[config.mk]
export PLATFORM = sky130hd
export DESIGN_NAME = irqagg_top
export DESIGN_NICKNAME = d
export VERILOG_FILES = /design/src/rtl/irqagg_pkg.sv /design/src/rtl/irqagg_detect.sv /design/src/rtl/irqagg_regs.sv /design/src/rtl/irqagg_route.sv /design/src/rtl/irqagg_top.sv
export SDC_FILE = /design/constraint.sdc
export NUM_CORES = 1
export LEC_CHECK = 0
export ABC_CLOCK_PERIOD_IN_PS = 1710
export BUFFER_PORTS_ARGS = -buffer_cell sky130_fd_sc_hd__buf_4
export CORE_UTILIZATION = 51
export CTS_CLUSTER_SIZE = 10
export DETAILED_ROUTE_END_ITERATION = 8
export PLACE_DENSITY = 0.89
export SLEW_MARGIN = 20
export SYNTH_ARGS = -nofsm -noshare
export SYNTH_HDL_FRONTEND = slang
export SYNTH_HIERARCHICAL = 1
export SYNTH_SLANG_ARGS = --single-unit
[constraint.sdc]
create_clock -name clk -period 1.71 [get_ports clk]
set_clock_uncertainty 0.2 [all_clocks]
set_input_delay 0.2565 -clock clk [delete_from_list [all_inputs] [get_ports clk]]
set_output_delay 0.2565 -clock clk [all_outputs]
set_load 0.03 [all_outputs]
[src/rtl/irqagg_pkg.sv]
package irqagg_pkg;

    localparam int SRC_W  = 16;
    localparam int OUT_N  = 4;
    localparam int ADDR_W = 4;

    typedef logic [SRC_W-1:0]  src_vec_t;
    typedef logic [ADDR_W-1:0] addr_t;

    localparam addr_t MASK_OFS = 4'h4;
    localparam addr_t FLAG_OFS = 4'hC;

    localparam src_vec_t MASK_RST = '1;
    localparam src_vec_t FLAG_RST = '0;

    // sources sampled through the falling-edge path
    localparam src_vec_t EDGE_SEL = 16'h8000;

    localparam src_vec_t GROUP_SEL [OUT_N] = '{16'h0028, 16'h0050, 16'h1C00, 16'h6386};

    typedef enum logic {
        SENSE_LEVEL_LOW,
        SENSE_FALL_EDGE
    } sense_e;

    typedef struct packed {
        logic     wr;
        logic     rd;
        addr_t    addr;
        src_vec_t data;
    } bus_req_t;

    function automatic sense_e sense_of(input int idx);
        return EDGE_SEL[idx] ? SENSE_FALL_EDGE : SENSE_LEVEL_LOW;
    endfunction

    function automatic src_vec_t any_group();
        src_vec_t acc;
        acc = '0;
        for (int g = 0; g < OUT_N; g++) acc |= GROUP_SEL[g];
        return acc;
    endfunction

endpackage

[src/rtl/irqagg_detect.sv]
module irqagg_detect
    import irqagg_pkg::*;
(
    input  logic     clk,
    input  logic     rst,
    input  src_vec_t src_n,
    output src_vec_t set_vec
);

    for (genvar i = 0; i < SRC_W; i++) begin : g_src
        if (sense_of(i) == SENSE_FALL_EDGE) begin : g_edge
            logic s1_q, s2_q, prev_q;
            always_ff @(posedge clk) begin
                if (rst) begin
                    s1_q   <= 1'b1;
                    s2_q   <= 1'b1;
                    prev_q <= 1'b1;
                end else begin
                    s1_q   <= src_n[i];
                    s2_q   <= s1_q;
                    prev_q <= s2_q;
                end
            end
            assign set_vec[i] = prev_q & ~s2_q;
        end else begin : g_level
            assign set_vec[i] = ~src_n[i];
        end
    end

endmodule

[src/rtl/irqagg_regs.sv]
module irqagg_regs
    import irqagg_pkg::*;
(
    input  logic     clk,
    input  logic     rst,
    input  bus_req_t req,
    input  src_vec_t set_vec,
    output src_vec_t mask_q,
    output src_vec_t flag_q,
    output src_vec_t rd_q
);

    logic     hit_mask, hit_flag;
    src_vec_t keep_vec, flag_d, rd_sel;

    always_comb begin
        hit_mask = req.wr && (req.addr == MASK_OFS);
        hit_flag = req.wr && (req.addr == FLAG_OFS);
        keep_vec = hit_flag ? req.data : '1;
        flag_d   = (flag_q & keep_vec) | set_vec;
        unique case (req.addr)
            MASK_OFS: rd_sel = mask_q;
            FLAG_OFS: rd_sel = flag_q;
            default:  rd_sel = '0;
        endcase
    end

    always_ff @(posedge clk) begin
        if (rst) begin
            mask_q <= MASK_RST;
            flag_q <= FLAG_RST;
            rd_q   <= '0;
        end else begin
            flag_q <= flag_d;
            if (hit_mask) mask_q <= req.data;
            if (req.rd)   rd_q   <= rd_sel;
        end
    end

endmodule

[src/rtl/irqagg_route.sv]
module irqagg_route
    import irqagg_pkg::*;
(
    input  src_vec_t         flag_q,
    input  src_vec_t         mask_q,
    output logic [OUT_N-1:0] irq_out
);

    src_vec_t live;
    assign live = flag_q & ~mask_q;

    for (genvar g = 0; g < OUT_N; g++) begin : g_out
        assign irq_out[g] = |(live & GROUP_SEL[g]);
    end

endmodule

[src/rtl/irqagg_top.sv]
module irqagg_top
    import irqagg_pkg::*;
(
    input  logic              clk,
    input  logic              rst,
    input  logic [SRC_W-1:0]  src_n,
    input  logic [ADDR_W-1:0] addr,
    input  logic              wr_en,
    input  logic [SRC_W-1:0]  wr_data,
    input  logic              rd_en,
    output logic [SRC_W-1:0]  rd_data,
    output logic [OUT_N-1:0]  irq_out
);

    bus_req_t req;
    src_vec_t set_vec, mask_q, flag_q;

    assign req = '{wr: wr_en, rd: rd_en, addr: addr, data: wr_data};

    irqagg_detect i_detect (
        .clk     (clk),
        .rst     (rst),
        .src_n   (src_n),
        .set_vec (set_vec)
    );

    irqagg_regs i_regs (
        .clk     (clk),
        .rst     (rst),
        .req     (req),
        .set_vec (set_vec),
        .mask_q  (mask_q),
        .flag_q  (flag_q),
        .rd_q    (rd_data)
    );

    irqagg_route i_route (
        .flag_q  (flag_q),
        .mask_q  (mask_q),
        .irq_out (irq_out)
    );

endmodule

# After elaboration in Yosys (flattened, before gate mapping)

Cells that the tools add are included.

Equal/unequal tests: 2
Mux-type cells: 2
Bitwise logic cells: 21
Reduce and logical (&&, ||, !) cells: 6

Operators with widths:

| operator                                             | count |
|---|---|
| one-hot mux 16 bit (2 select lines)                  | 1 |
| AND 16 bit                                           | 1 |
| 2-to-1 mux 16 bit                                    | 1 |
| inverter 1 bit                                       | 16 |
| OR 16 bit                                            | 1 |
| AND 15 bit                                           | 1 |
| inverter 15 bit                                      | 1 |
| OR reduction 7 bit                                   | 1 |
| equality test 4 x 3 -> 1 bit (second input constant) | 1 |
| equality test 4 bit (second input constant)          | 1 |
| OR reduction 2 bit                                   | 2 |
| OR reduction 3 bit                                   | 1 |
| logical AND 1 bit                                    | 2 |
| AND 1 bit                                            | 1 |

Register bits: 51
Input bits: 40
Output and inout port bits: 20
Word-level logic and storage cells: 37

# Depth between registers and ports, before layout

Gate-level depths: netlist of the first run.

Depth in word-level cells: 5
Depth in mapped cells: 5
Mapped depth without buffers: 3

# Cells and area by module

The synthesis of the first run kept the hierarchy.

By module, submodules not included:

| module        | times used | cells each | area an instance (sq um) | seq. area each (sq um) |
|---|---|---|---|---|
| irqagg_regs   | 1          | 181        | 1919.3                   | 960.9 |
| irqagg_detect | 1          | 22         | 141.4                    | 60.1 |
| irqagg_route  | 1          | 20         | 105.1                    | 0.0 |

# Worst setup path after synthesis of the first run

Ideal clock, no wire load.

Path kind: input-to-reg
Start point: input addr[1]
End point: register i_regs.mask_q[0]
Setup time: 120 ps
Arrival time: 1212 ps
Data required time: 1390 ps
Slack: 178 ps
Cell stages on the path: 4
Path buffers: 1
Path through: nor4b_4 > nand2_2 > buf_6 > a211o_1

Cells in the longest elaborated chain, start to end: 2

RTL lines:

| what                         | line              | source |
|---|---|---|
| start, declared              | irqagg_top.sv:7   | `input logic [ADDR_W-1:0] addr,` |
| equality test 4 x 3 -> 1 bit | irqagg_regs.sv:17 | `hit_mask = req.wr && (req.addr == MASK_OFS);` |
| logical AND 1 bit            | irqagg_regs.sv:17 |  |
| end signal, assigned         | irqagg_regs.sv:35 | `if (hit_mask) mask_q <= req.data;` |
| end, declared                | irqagg_regs.sv:8  | `output src_vec_t mask_q,` |

Every way passes these cells.
A chain may end at the register's enable or synchronous reset.

# Worst setup path in the final report of the first run

Start point: register i_regs.flag_q[1]
End point: output irq_out[3]

Cells in the longest elaborated chain, start to end: 2

RTL lines:

| what                   | line               | source |
|---|---|---|
| start, declared        | irqagg_regs.sv:9   | `output src_vec_t flag_q,` |
| start signal, assigned | irqagg_regs.sv:34  | `flag_q <= flag_d;` |
| AND 15 bit             | irqagg_route.sv:10 | `assign live = flag_q & ~mask_q;` |
| OR reduction 7 bit     | irqagg_route.sv:13 | `assign irq_out[g] = \|(live & GROUP_SEL[g]);` |
| end, declared          | irqagg_top.sv:12   | `output logic [OUT_N-1:0] irq_out` |

Every way passes these cells.

==> results of run 1 <==
cells by family after synthesis:
logic type | share of synthesized area (%)
AO/OA/AOI/OAI | 16.4
buffers and inverters | 8.84
flip-flops | 47.1
AND/OR/NAND/NOR | 27.6
through the flow:
| step | util [%] | setup slack, ps | total power, mW |
|---|---|---|---|
| 6_report | 69.5 | -120 | 2.39 |
| 5_1_grt | 69.5 | -244 | 2.48 |
| 4_1_cts | 69.4 | -134 | 2.40 |
| 3_5_place_dp | 65.4 | -204 | 1.54 |
| 3_3_place_gp | 65.4 | -122 | 1.53 |
| 2_1_floorplan | - | 178 | 1.41 |
final cells by class:
type / count / area, µm² / area share [%]
flip-flops and latches: 51 / 1020 / 36.6
multi-input cells: 130 / 953 / 34.1
repair buffers: 71 / 541 / 19.3
inverters: 27 / 101 / 3.62
clock buffers: 5 / 68.8 / 2.46
well taps: 50 / 62.6 / 2.24
clock inverters: 3 / 47.5 / 1.70
power breakdown:
| group | total [mW] | internal (mW) | switching [mW] |
|---|---|---|---|
| clock network | 0.868 | 0.444 | 0.424 |
| logic | 0.256 | 0.131 | 0.125 |
| registers | 1.27 | 1.23 | 0.0333 |
| total | 2.39 | 1.81 | 0.583 |
state kept, by name, indices dropped and copies added (netlist names):
register	cells
i_detect/g_src.g_edge.prev_q	1
i_detect/g_src.g_edge.s1_q	1
i_detect/g_src.g_edge.s2_q	1
i_regs/flag_q	16
i_regs/mask_q	16
i_regs/rd_q	16
cells in the mapped netlist, drive strengths merged, types with 2 or more instances:
library cell	number	area, µm²
and3	16	108
inv	27	101
or2	3	18.8
clkbuf	8	30.0
o22ai	2	12.5
nor3	16	80.1
and2	16	100
dfxtp	51	1020
nor2	17	63.8
nor4b	17	164
nand2b	2	12.5
a211o	16	148
buf	7	60.1
a221o	16	160
what timing repair did:
| item | 4_1_cts | 5_1_grt |
|---|---|---|
| gates cloned | 0 | 0 |
| pin swaps | 2 | 2 |
| buffers inserted | 2 | 0 |
| resized for setup | 3 | 2 |
| hold buffers | 3 | 0 |
| endpoints found under the setup margin | 1 | 1 |
| endpoints found under the hold margin | 3 | 0 |
cell usage in the layout (no fill, tap or decap), types with 10 or more instances in the layout:
cell | netlist | final
nor2_1 | 17 | 17
and2_1 | 16 | 16
and3_1 | 10 | 10
nor3_1 | 16 | 16
inv_1 | 27 | 25
a211o_1 | 10 | 10
a221o_1 | 16 | 16
nor4b_1 | 16 | 16
buf_4 | 1 | 68
dfxtp_1 | 51 | 48
worst reg2reg max path: stages (launching register included):
cell and delay [ps]:
dfxtp_1 310, nor2b_1 130, nor4b_1 290, nor3_1 80
routing by layer:
metal	global-route usage (%)	part of all wire [%]
met1	30.9	43
met2	41.9	50
met3	6.42	5.4
met4	13.8	1.7
met5	0	0
final timing paths:
kind              cells after the start                                        start  slack (ps)                                         to
hold reg to reg                       1    i_detect/g_src[15].g_edge.s1_q$_SDFF_PP1_         220  i_detect/g_src[15].g_edge.s2_q$_SDFF_PP1_
setup reg to reg                      3  i_detect/g_src[15].g_edge.prev_q$_SDFF_PP1_         580               i_regs/flag_q[15]$_SDFF_PP0_
setup / recovery                      3                  i_regs/flag_q[1]$_SDFF_PP0_        -120                                 irq_out[3]
hold / removal                        4                                     src_n[9]          10                i_regs/flag_q[9]$_SDFF_PP0_
==> results.toml, run 1 <==
[sta]
slew_headroom_pct = 40.3
maxSlewViolCount = 0
min_period_ps = 1830
period_share_pct = 107
rsz0062_at_grt = "yes"
holdWs_ps = 12.3
tns_ps = -120
setup-violations-final = 1
setup_ws_ps = -120
final_hold_viol_count = 0
worst_pin_slew_ps = 892
fmax_ghz = 0.546

[synth]
synth.cell_area_um2 = 2170
synth.distinct_cells = 29
synth_nets = 263
synth_warnings = 6
ys_async_sr_fraction_pct = 0
syn_inst = 223
synth-seq-area-share_pct = 47.1
ys_seq_elements = 51
avgSynthCellArea_um2 = 9.71
synth_edf_count = 0
ys.flop_type = "dfxtp_1"

[pwr]
power.leakage_nw = 1.32
vdd_drop_max_mv = 0.402
power_density_nw_per_um2 = 854

[floorplan]
start_util_pct = 53.8
die_y_um = 67.2
rows = 23
die_area_um2 = 4510
coreArea_um2 = 4030
boundaryPins = 60
dieWidth_um = 67.2

[worst_setup_path]
crit_required_ps = 1250
slowest_stage = "a222oi_1"
start_kind = "flop"
crit_family = "compound AO/OA/AOI/OAI gates"
worstPathCellList = "a222oi_1 > o2111ai_1 > buf_4"
end_kind = "output port"
worstSetupPathType = "flop to output port"
cp_num_buf_inv = 1
arrival_ps = 1370
cp_max_fo = 3
cp_slowest_stage_delay_ps = 350

[cts]
cts.sinks = 51
cts_root_buf = "clkbuf_8"
cts_buffer_depth = 2
clkLatencyLatePin_ps = 320
cts_buffers = 5
h-tree-depth = 2
clkSlewWorstSetupHoldPaths_ps = 100
cts_tree = "built"

[job]
max_cap_violations = 0

[global_route]
grt.total_usage_pct = 25.7
grt_pass1_vias = 1913
grt_pass1_wl_um = 8570
antenna_found_initial = 0
grt_max_degree = 34
overflow = 0

[drt]
wl_per_cell_um = 15.9
wl_um = 5350
vias = 1950
ant_nets = 0
viasPerCell = 5.79
drcViolationCount = 0
first_iter_violations = 158
firstDrtPassIters = 4

[layout]
syn2layout_area_growth_pct = 29.2
drive_gt1_share_pct = 33.4
fin_cells = 337
n_antenna_cell = 0
n_fill_cell = 337
final_area_um2 = 2800
layout.nets = 326

[hold_path]
min-delay-path-class = "primary input to flop"

[place]
dpl_cell_area_um2 = 2630
place.port_buffers = 59
gp_congestion = 0.839
dp_cells = 324
hpwl_um = 3560

[outcome]
status = "finished with violations"
violations = "negative setup slack"
Power figures use the tool's default switching activity.
==> run 2: changes to the inputs <==
Settings changed: ABC_CLOCK_PERIOD_IN_PS 1710 to 2000, RECOVER_POWER set to 25.
Clock period 1.71 ns to 2 ns, I/O delays scaled along.
==> results.toml, run 2 (synthesized netlist as in run 1, its figures left out) <==
[layout]
mostFrequentLayoutCells = "buf_4 (50), dfxtp_1 (49), inv_1 (27)"
reg_top3 = "i_regs/flag_q: 16 flops, i_regs/mask_q: 16 flops, i_regs/rd_q: 16 flops"
layout.nets = 319
syn2layout_area_growth_pct = 24.5
fin_cells = 330
final_common_cell = "buf_4"
final_area_um2 = 2700
drive_gt1_share_pct = 27.1
n_antenna_cell = 0

[worst_setup_path]
slowest_stage = "dfxtp_2"
crit_required_ps = 1500
cp_max_fo = 3
start_kind = "flop"
cp_num_buf_inv = 2
worstSetupPathType = "flop to output port"
crit_family = "compound AO/OA/AOI/OAI gates"
worstPathCellList = "inv_1 > a222oi_1 > o2111ai_1 > buf_4"
end_kind = "output port"
cp_slowest_stage_delay_ps = 360
arrival_ps = 1400

[drt]
viasPerCell = 5.80
ant_nets = 0
wl_um = 5250
wl_per_cell_um = 15.9
firstDrtPassIters = 4
first_iter_violations = 154
vias = 1915
drcViolationCount = 0

[sta]
final_hold_viol_count = 0
setup-violations-final = 0
worst_pin_slew_ps = 890
tns_ps = 0
slew_headroom_pct = 40.4
maxSlewViolCount = 0
fmax_ghz = 0.527
rsz0062_at_grt = "no"
period_share_pct = 94.9
min_period_ps = 1900
setup_ws_ps = 102

[cts]
cts_buffers = 5
clkLatencyLatePin_ps = 300
cts.sinks = 51
cts_setup_buffers = 0
clkSlewWorstSetupHoldPaths_ps = 90
h-tree-depth = 2
cts_buffer_depth = 2
cts_tree = "built"
cts_root_buf = "clkbuf_8"

[job]
max_cap_violations = 0

[pwr]
vdd_drop_max_mv = 0.464
power_density_nw_per_um2 = 750
finalPower_mw = 2.02
power.leakage_nw = 1.25

[place]
place.port_buffers = 59
dpl_cell_area_um2 = 2610
dp_cells = 321
hpwl_um = 3450
gp_congestion = 0.810
dp_slack_ps = 104

[global_route]
grt_pass1_vias = 1781
grt_pass1_wl_um = 8120
antenna_found_initial = 0
grt_max_degree = 34
grt.total_usage_pct = 24.1
overflow = 0

[hold_path]
min-delay-path-class = "primary input to flop"

[floorplan]
start_util_pct = 53.8
boundaryPins = 60
die_area_um2 = 4510
die_y_um = 67.2
dieWidth_um = 67.2
coreArea_um2 = 4030
rows = 23

[outcome]
status = "finished clean"
==> run 2: changes by cell type in the layout (fill, tap and decap cells not counted), moves of 2 or more <==
cell	delta
buf_4	-18
clkbuf_1	+12
dlygate4sd3_1	-2
inv_1	+2
inv_2	-2
==> run 2: power by group <==
part,internal (mW),total (mW),switching [mW]
registers,1.05,1.08,0.0280
clock network,0.405,0.734,0.329
logic,0.101,0.206,0.104
total,1.56,2.02,0.462
==> run 2: through the flow <==
step	util, %	hold slack (ps)
floorplan	-	183
global placement	64.8	186
detailed placement	64.8	196
CTS	68.0	71.0
global route	66.9	78.0
finish	66.9	71.0
==> run 2: final timing paths <==
kind | start | endpoint | slack (ps) | cells past startpoint
min | src_n[12] | i_regs/flag_q[12]$_SDFF_PP0_ | 70 | 4
max reg2reg | i_detect/g_src[15].g_edge.prev_q$_SDFF_PP1_ | i_regs/flag_q[15]$_SDFF_PP0_ | 900 | 3
min reg2reg | i_detect/g_src[15].g_edge.s1_q$_SDFF_PP1_ | i_detect/g_src[15].g_edge.s2_q$_SDFF_PP1_ | 230 | 1
max | i_regs/mask_q[1]$_SDFFE_PP1P_ | irq_out[3] | 100 | 4
==> run 2: metal layers <==
metal / global-route usage, % / wire length [µm] / vias up
met4: 12.5 / 80 / 0
met1: 29.2 / 2150 / 916
met2: 40.5 / 2630 / 84
li1: - / - / 909
met3: 4.22 / 392 / 6
met5: 0 / 0 / -
==> run 2: worst reg2reg max path, cell delays in order (launching register included) <==
cell,delay (ps)
dfxtp_1,310
nor2b_1,130
nor4b_1,270
nor3_1,90
==> run 2: area by class of cell <==
cell class | instances | area, µm²
Fill cell | 349 | 1330
Sequential cell | 51 | 1020
Inverter | 27 | 101
Multi-Input combinational cell | 130 | 953
Clock inverter | 2 | 35.0
Timing Repair Buffer | 64 | 438
Clock buffer | 6 | 82.6
Tap cell | 50 | 62.6
==> run 2: timing repair <==
action	CTS	global route
gates resized for setup	0	2
setup endpoints to repair	0	1
hold buffers	1	0
endpoints found under the hold margin	1	0
==> run 3: changes to the inputs <==
Settings changed: RECOVER_POWER 25 to 100.
==> results.toml, run 3 (synthesized netlist as in run 1, its figures left out) <==
[drt]
firstDrtPassIters = 4
first_iter_violations = 155
ant_nets = 0
vias = 1894
viasPerCell = 5.74
wl_per_cell_um = 15.7
drcViolationCount = 0
wl_um = 5190

[worst_setup_path]
start_kind = "flop"
slowest_stage = "dfxtp_2"
cp_num_buf_inv = 2
worstSetupPathType = "flop to output port"
cp_slowest_stage_delay_ps = 360
crit_required_ps = 1500
crit_family = "compound AO/OA/AOI/OAI gates"
cp_max_fo = 3
worstPathCellList = "inv_1 > a222oi_1 > o2111ai_1 > buf_4"
end_kind = "output port"
arrival_ps = 1380

[pwr]
vdd_drop_max_mv = 0.471
power.leakage_nw = 1.20
finalPower_mw = 2.02
power_density_nw_per_um2 = 763

[sta]
final_hold_viol_count = 0
maxSlewViolCount = 0
min_period_ps = 1880
setup-violations-final = 0
tns_ps = 0
worst_pin_slew_ps = 878
period_share_pct = 94.0
rsz0062_at_grt = "no"
fmax_ghz = 0.532
slew_headroom_pct = 41.3

[floorplan]
die_area_um2 = 4510
coreArea_um2 = 4030
die_y_um = 67.2
boundaryPins = 60
dieWidth_um = 67.2
start_util_pct = 53.8
rows = 23

[global_route]
grt.total_usage_pct = 24.1
grt_pass1_wl_um = 8120
grt_max_degree = 34
grt_pass1_vias = 1781
overflow = 0
antenna_found_initial = 0

[layout]
drive_gt1_share_pct = 23.2
layout.nets = 319
mostFrequentLayoutCells = "dfxtp_1 (49), buf_4 (39), inv_1 (27)"
n_fill_cell = 369
reg_top3 = "i_regs/flag_q: 16 flops, i_regs/mask_q: 16 flops, i_regs/rd_q: 16 flops"
syn2layout_area_growth_pct = 22.1
n_antenna_cell = 0
final_common_cell = "dfxtp_1"

[cts]
clkLatencyLatePin_ps = 300
cts_buffers = 5
cts_setup_buffers = 0
cts_buffer_depth = 2
clkSlewWorstSetupHoldPaths_ps = 90
cts_tree = "built"
cts_root_buf = "clkbuf_8"
cts.sinks = 51
h-tree-depth = 2

[outcome]
status = "finished clean"

[place]
hpwl_um = 3450
place.port_buffers = 59
gp_congestion = 0.810

[job]
max_cap_violations = 0

[hold_path]
min-delay-path-class = "primary input to flop"
run 3: worst min-delay path, stage by stage:
cell	delay, ps
buf_4	80
inv_1	40
nor2_1	80
nor3_1	50
run 3: cell type report:
class                           instances  area (µm²)  share of cell area (%)
Clock buffer                            6        82.6                    3.12
Clock inverter                          2        35.0                    1.32
Inverter                               27         101                    3.83
Multi-Input combinational cell        130         942                    35.6
Sequential cell                        51        1020                    38.7
Tap cell                               50        62.6                    2.37
Timing Repair Buffer                   64         398                    15.0
run 3: worst paths after layout:
check / start / to / slack, ps / cells after the start
setup reg to reg: i_detect/g_src[15].g_edge.prev_q$_SDFF_PP1_ / i_regs/flag_q[15]$_SDFF_PP0_ / 890 / 3
setup / recovery: i_regs/mask_q[1]$_SDFFE_PP1P_ / irq_out[3] / 120 / 4
hold / removal: src_n[9] / i_regs/flag_q[9]$_SDFF_PP0_ / 70 / 4
hold reg to reg: i_detect/g_src[15].g_edge.s1_q$_SDFF_PP1_ / i_detect/g_src[15].g_edge.s2_q$_SDFF_PP1_ / 230 / 1
run 3: layer usage:
metal	part of all wire (%)	vias to the layer above	routed length, µm	track usage [%]
met3	6.2	10	324	4.22
met5	0	-	0	0
li1	-	908	-	-
met1	42	908	2150	29.2
met4	1.9	0	99	12.5
met2	50	68	2610	40.5
run 3: what timing repair did:
item | in CTS | in global routing
setup endpoints to repair | 0 | 1
resized for setup | 0 | 2
hold endpoints to repair | 1 | 0
hold buffers | 1 | 0
run 3: through the flow:
stage / utilization, % / cells / instance area, µm² / setup slack [ps] / hold slack (ps)
2_1_floorplan: - / 223 / 2170 / 425 / 183
3_3_place_gp: 64.8 / 321 / 2610 / 178 / 186
3_5_place_dp: 64.8 / 321 / 2610 / 104 / 196
4_1_cts: 68.0 / 330 / 2740 / 74.2 / 71.0
5_1_grt: 65.7 / 330 / 2650 / 13.5 / 78.0
6_report: 65.7 / 330 / 2650 / 120 / 69.0
run 3: power breakdown:
part | internal, mW | switching [mW]
sequential | 1.05 | 0.0277
combinational | 0.0961 | 0.102
clock | 0.405 | 0.334
